<file path="config.mk">
export PLATFORM = sky130hd
export DESIGN_NAME = recip_pwl_top
export DESIGN_NICKNAME = d
export VERILOG_FILES = /design/src/rtl/recip_pwl_pkg.sv /design/src/rtl/recip_pwl_seg.sv /design/src/rtl/recip_pwl_sel.sv /design/src/rtl/recip_pwl_top.sv
export SDC_FILE = /design/constraint.sdc
export NUM_CORES = 1
export LEC_CHECK = 0
export ABC_AREA = 1
export BUFFER_PORTS_ARGS = -buffer_cell sky130_fd_sc_hd__buf_2
export CAP_MARGIN = 5
export CORE_UTILIZATION = 50
export DETAILED_ROUTE_END_ITERATION = 8
export PLACE_DENSITY_LB_ADDON = 0.2
export SYNTH_ARGS = -nofsm -noshare
export SYNTH_HDL_FRONTEND = slang
export SYNTH_SLANG_ARGS = --single-unit
</file>
<file path="constraint.sdc">
create_clock -name vclk -period 2.8
set_input_delay 0.56 -clock vclk [all_inputs]
set_output_delay 0.56 -clock vclk [all_outputs]
set_load 0.05 [all_outputs]
</file>
<file path="src/rtl/recip_pwl_pkg.sv">
package recip_pwl_pkg;

  // default widths of the mantissa fraction and of the guard extension
  localparam int FRAC_W_DEF  = 8;
  localparam int GUARD_W_DEF = 4;

  // number of linear segments and their selection: index 0 below 1.5, 1 above
  localparam int NUM_SEG = 2;

  // segment offsets written as numerator / 2^log2den
  // 1.10011b = 51/32, 1.001b = 9/8
  localparam int SEG_NUM  [NUM_SEG] = '{51, 9};
  localparam int SEG_LOG2 [NUM_SEG] = '{5, 3};

  // slope = 2^-SEG_SH_A + 2^-SEG_SH_B
  localparam int SEG_SH_A [NUM_SEG] = '{1, 2};
  localparam int SEG_SH_B [NUM_SEG] = '{3, 4};

  // offset scaled to a fixed-point value with work_f fraction bits
  function automatic int seg_offset(input int num, input int log2den, input int work_f);
    return num << (work_f - log2den);
  endfunction

  // slope term: x scaled by 2^-sh_a + 2^-sh_b, with x already in work units
  function automatic int slope_term(input int x_work, input int sh_a, input int sh_b);
    return (x_work >> sh_a) + (x_work >> sh_b);
  endfunction

endpackage

</file>
<file path="src/rtl/recip_pwl_seg.sv">
module recip_pwl_seg
  import recip_pwl_pkg::*;
#(
  parameter int FRAC_W  = FRAC_W_DEF,
  parameter int GUARD_W = GUARD_W_DEF,
  parameter int C_NUM   = 51,
  parameter int C_LOG2  = 5,
  parameter int SH_A    = 1,
  parameter int SH_B    = 3
) (
  input  logic [FRAC_W-1:0] frac_i,
  output logic [FRAC_W:0]   y_o
);

  localparam int WORK_F = FRAC_W + GUARD_W;
  localparam int WORK_W = WORK_F + 2;   // integer bit plus borrow bit
  localparam logic [WORK_W-1:0] OFFSET = WORK_W'(seg_offset(C_NUM, C_LOG2, WORK_F));

  logic [WORK_W-1:0] x_work;
  logic [WORK_W-1:0] term_a;
  logic [WORK_W-1:0] term_b;
  logic [WORK_W-1:0] diff;
  logic [WORK_W-1:0] scaled;

  always_comb begin
    x_work = {2'b01, frac_i, {GUARD_W{1'b0}}};
    term_a = x_work >> SH_A;
    term_b = x_work >> SH_B;
    diff   = OFFSET - term_a - term_b;
    scaled = diff >> GUARD_W;
    y_o    = scaled[FRAC_W:0];
  end

  // named event: bits above the output field, set only on a borrow
  logic [WORK_W-FRAC_W-2:0] seg_overhang;
  assign seg_overhang = scaled[WORK_W-1:FRAC_W+1];

  always_comb begin
    AST_SEG_NO_BORROW: assert (seg_overhang == '0);
  end

endmodule

</file>
<file path="src/rtl/recip_pwl_sel.sv">
module recip_pwl_sel #(
  parameter int W = 9
) (
  input  logic         sel_i,
  input  logic [W-1:0] lo_i,
  input  logic [W-1:0] hi_i,
  output logic [W-1:0] y_o
);

  always_comb begin
    y_o = sel_i ? hi_i : lo_i;
  end

endmodule

</file>
<file path="src/rtl/recip_pwl_top.sv">
module recip_pwl_top
  import recip_pwl_pkg::*;
#(
  parameter int FRAC_W  = FRAC_W_DEF,
  parameter int GUARD_W = GUARD_W_DEF
) (
  input  logic [FRAC_W-1:0] frac_i,
  output logic [FRAC_W:0]   recip_o
);

  localparam int OUT_W = FRAC_W + 1;
  localparam logic [OUT_W-1:0] HALF = OUT_W'(1) << (FRAC_W - 1);

  logic [OUT_W-1:0] seg_y [NUM_SEG];
  logic             seg_pick;

  assign seg_pick = frac_i[FRAC_W-1];

  for (genvar s = 0; s < NUM_SEG; s++) begin : g_seg
    recip_pwl_seg #(
      .FRAC_W (FRAC_W),
      .GUARD_W(GUARD_W),
      .C_NUM  (SEG_NUM[s]),
      .C_LOG2 (SEG_LOG2[s]),
      .SH_A   (SEG_SH_A[s]),
      .SH_B   (SEG_SH_B[s])
    ) u_seg (
      .frac_i(frac_i),
      .y_o   (seg_y[s])
    );
  end

  recip_pwl_sel #(.W(OUT_W)) u_sel (
    .sel_i(seg_pick),
    .lo_i (seg_y[0]),
    .hi_i (seg_y[1]),
    .y_o  (recip_o)
  );

  always_comb begin
    AST_INT_BIT_CLEAR: assert (recip_o[FRAC_W] == 1'b0);
    AST_OUT_FLOOR: assert (recip_o >= HALF);
    AST_SEL_UPPER_ENVELOPE: assert (recip_o >= seg_y[0] && recip_o >= seg_y[1]);
  end

endmodule

</file>
# After elaboration in Yosys (flattened, before gate mapping)
# Index checks and enable logic that the tools add are counted.
[classes] add_sub_neg=4 multipliers=0 div=0 order_cmp=0 n_eq_ne=0 shifts=0 muxes=1 n_bitwise=0 n_reduce_logical=0
[ops] operator="$sub A13 B10 Y13" n=1
[ops] operator="$sub A13 B11 Y13 const A" n=1
[ops] operator="$sub A13 B12 Y13 const A" n=1
[ops] operator="$sub A13 B9 Y13" n=1
[ops] operator="$mux W9" n=1
[word_totals] reg_bits=0 latch_bits=0 ram_bits=0 mem_bits_ro=0 output_inout_bits=9 memories=0

# Longest topological paths before layout
[depth] depth_word=3 depth_mapped=12

# By module
# Synthesis repeated with hierarchy kept, for this count alone.
[hier_totals] hier_cells=216 hier_area_um2=1169.9
[modules_own_cells] module="recip_pwl_seg (g_seg[0].u_seg)" instances=1 cells_per_inst=104 area_per_inst_um2=595.6 seq_area_each_um2=0.0
[modules_own_cells] module="recip_pwl_seg (g_seg[1].u_seg)" instances=1 cells_per_inst=83 area_per_inst_um2=457.9 seq_area_each_um2=0.0
[modules_own_cells] module="recip_pwl_sel" instances=1 cells_per_inst=29 area_per_inst_um2=116.4 seq_area_each_um2=0.0

# Least setup slack after synthesis
# No wires, ideal clock.
[synth_path] path_kind="input to output" startpoint="input frac_i[1]" endpoint="output recip_o[0]" arrival_time_ns=2.631 setup_slack_ns=-0.391 stages=8 path_cell_list="inv_1 -> ha_1 -> ha_1 -> nor2_1 -> a21oi_2 -> nand2_1 -> nand2_1 -> o21ai_0"
[synth_between] elab_chain_cells=3 elab_cells_between_ends=5 classes_between="4 x add/sub; 1 x mux"
[synth_rtl] item="start, declared" line="recip_pwl_top.sv:7" source="input logic [FRAC_W-1:0] frac_i,"
[synth_rtl] item="$sub A13 B12 Y13 / $sub A13 B11 Y13 (equally long branches)" line="recip_pwl_seg.sv:29" source="diff = OFFSET - term_a - term_b;"
[synth_rtl] item="$sub A13 B10 Y13 / $sub A13 B9 Y13 (equally long branches)" line="recip_pwl_seg.sv:29"
[synth_rtl] item="$mux W9 *" line="recip_pwl_sel.sv:11" source="y_o = sel_i ? hi_i : lo_i;"
[synth_rtl] item="end, declared" line="recip_pwl_top.sv:8" source="output logic [FRAC_W:0] recip_o"
# Every way passes the cells marked *; elsewhere a longest branch is shown, timed or not.

# Worst setup path in the final report
[layout_path] startpoint="input frac_i[4]" endpoint="output recip_o[6]"
# Same word-level chain as after synthesis.

==> impl_metrics.yaml <==
status:
  status: "completed"
drt:
  drcViolationCount: 0
  avgRoutedWirePerCell_um: 10.5
  route.vias.total: 919
  drtPass1Iterations: 4
  drtIter0Drc: 16
  ant_nets: 0
  vias_per_cell: 4.99
  wl_mm: 1.92
cells_and_area:
  multi_input_area_um2: 766
  area.growth.synth_to_final_pct: 29.8
  diodes: 0
  final_util: 0.704
  n_clock_buffer: 0
  drive_above_1_share: 0.274
  fillers: 137
  regArea_um2: 0
  stdcell_count: 184
  fin_area_mm2: 0.00107
  layout.nets: 196
  seq_cells: 0
floorplanning:
  io_pins: 17
  rows: 14
  die_area_mm2: 0.00182
  core_area_mm2: 0.00152
  initial_utilization: 0.542
  die_y_um: 42.6
  die_x_um: 42.6
pwr:
  p_leak_nw: 0.656
  power_density_mw_per_mm2: 347
  ir_drop_mv: 0.209
  power_uw: 372
yosys:
  yosysSeqAreaShare: 0
  synth_common_cells: "nand2_1, inv_1, ha_1, nand3_1, nor2_1"
  avgSynthCellArea_um2: 5.62
  syn-num-nets: 173
  synth_area_um2: 826
  yosys_warnings: 0
  yosysMostFrequentCell: "nand2_1"
  synth.distinct_cells: 20
  synth_top_area_cell: "ha_1"
  synthCells: 147
  synthTopCellsByArea: "ha_1, nand2_1, inv_1"
  synth_top_area_share: 0.273
sta:
  tns_ns: 0
  holdWs_ns: 1.64
  finalCriticalPeriod_ns: 2.68
  min_period_over_period: 0.958
  final_max_slew_viol_count: 0
  fmax_mhz: 373
  setup_viol: 0
  hold_violations: 0
  setup_slack_ns: 0.117
job:
  max_cap_viol_count: 0
grt:
  grt_usage: 0.221
  grt-ovfl-total: 0
  grt_pass1_wl_mm: 3.31
  grt_max_degree: 10
  antenna_found_initial: 0
  grt_pass1_vias: 837
place:
  port_buffers: 15
  pre_cts_slack_ns: -0.0138
  post_dp_cell_area_um2: 963
  routabilityCongestion: 0.863
  dp_hpwl_mm: 1.61
  placed_cells: 184
cts:
  postCtsSetupRepairBufs: 0
  holdBufCountCts: 0
hold_path:
  hold_start: "frac_i[7]"
  holdCritPathClass: "in -> out"
  hold_depth: 5
worst_setup_path:
  required_ns: 2.24
  crit_fanout: 4
  crit_start: "frac_i[4]"
  critical_path_arrival_ns: 2.12
  start_kind: "input port"
  critPathKind: "in -> out"
  crit_path_end_kind: "output pin"
[routing by layer]
metal / share of wire / GRT usage
met5: 0 / 0
met4: 0.0078 / 0
met3: 0.016 / 0
met2: 0.51 / 0.427
met1: 0.47 / 0.285
[layout by cell type (no fill, tap or decap)]
master	count
a21o_1	2
a21oi_1	4
a21oi_2	4
buf_2	9
buf_4	10
buf_6	3
clkbuf_4	2
clkinv_2	1
conb_1	2
ha_1	12
ha_4	6
inv_1	27
inv_2	3
nand2_1	45
nand2_2	3
nand3_1	11
nand3_2	4
nand3b_1	2
nand4_1	2
nor2_1	11
o21ai_0	1
o21ai_1	1
o21ai_2	1
xor2_1	2
[power breakdown]
part / leakage (nW) / total [mW] / switching, mW / internal [mW]
clock: 0 / 0 / 0 / 0
sequential: 0 / 0 / 0 / 0
combinational: 0.656 / 0.372 / 0.230 / 0.143
total: 0.656 / 0.372 / 0.230 / 0.143
[timing repair]
action | in CTS | in global routing
pin swaps | 0 | 0
resized for setup | 1 | 21
endpoints found under the setup margin | 1 | 6
[layout make-up]
type                            count  share of cell area
Multi-Input combinational cell    113               0.714
Inverter                           31               0.110
Timing Repair Buffer               24               0.158
Tap cell                           16              0.0187
[kinds of logic (layout without fill, tap and decap cells)]
family,count (synthesis),after routing,share of synthesized area
AND/OR/NAND/NOR,78,78,0.426
buffers and inverters,34,55,0.177
adder cells (fa/ha/maj),18,18,0.273
AO/OA/AOI/OAI,13,13,0.0939
other,2,2,0.00909
XOR/XNOR,2,2,0.0212
[worst max-delay path, stage by stage]
cell      delay (ns)
buf_2           0.09
inv_1           0.05
ha_1            0.31
inv_1           0.08
ha_4            0.29
nand2_1         0.06
inv_1           0.08
nand3_2         0.10
nand3_1         0.08
nand2_1         0.06
nand2_1         0.06
nand2_1         0.05
inv_1           0.04
clkbuf_4        0.21
[path summary, 6_finish.rpt]
kind          to  slack [ns]
max   recip_o[6]        0.12
min   recip_o[5]        1.64
Power figures use the tool's default switching activity.
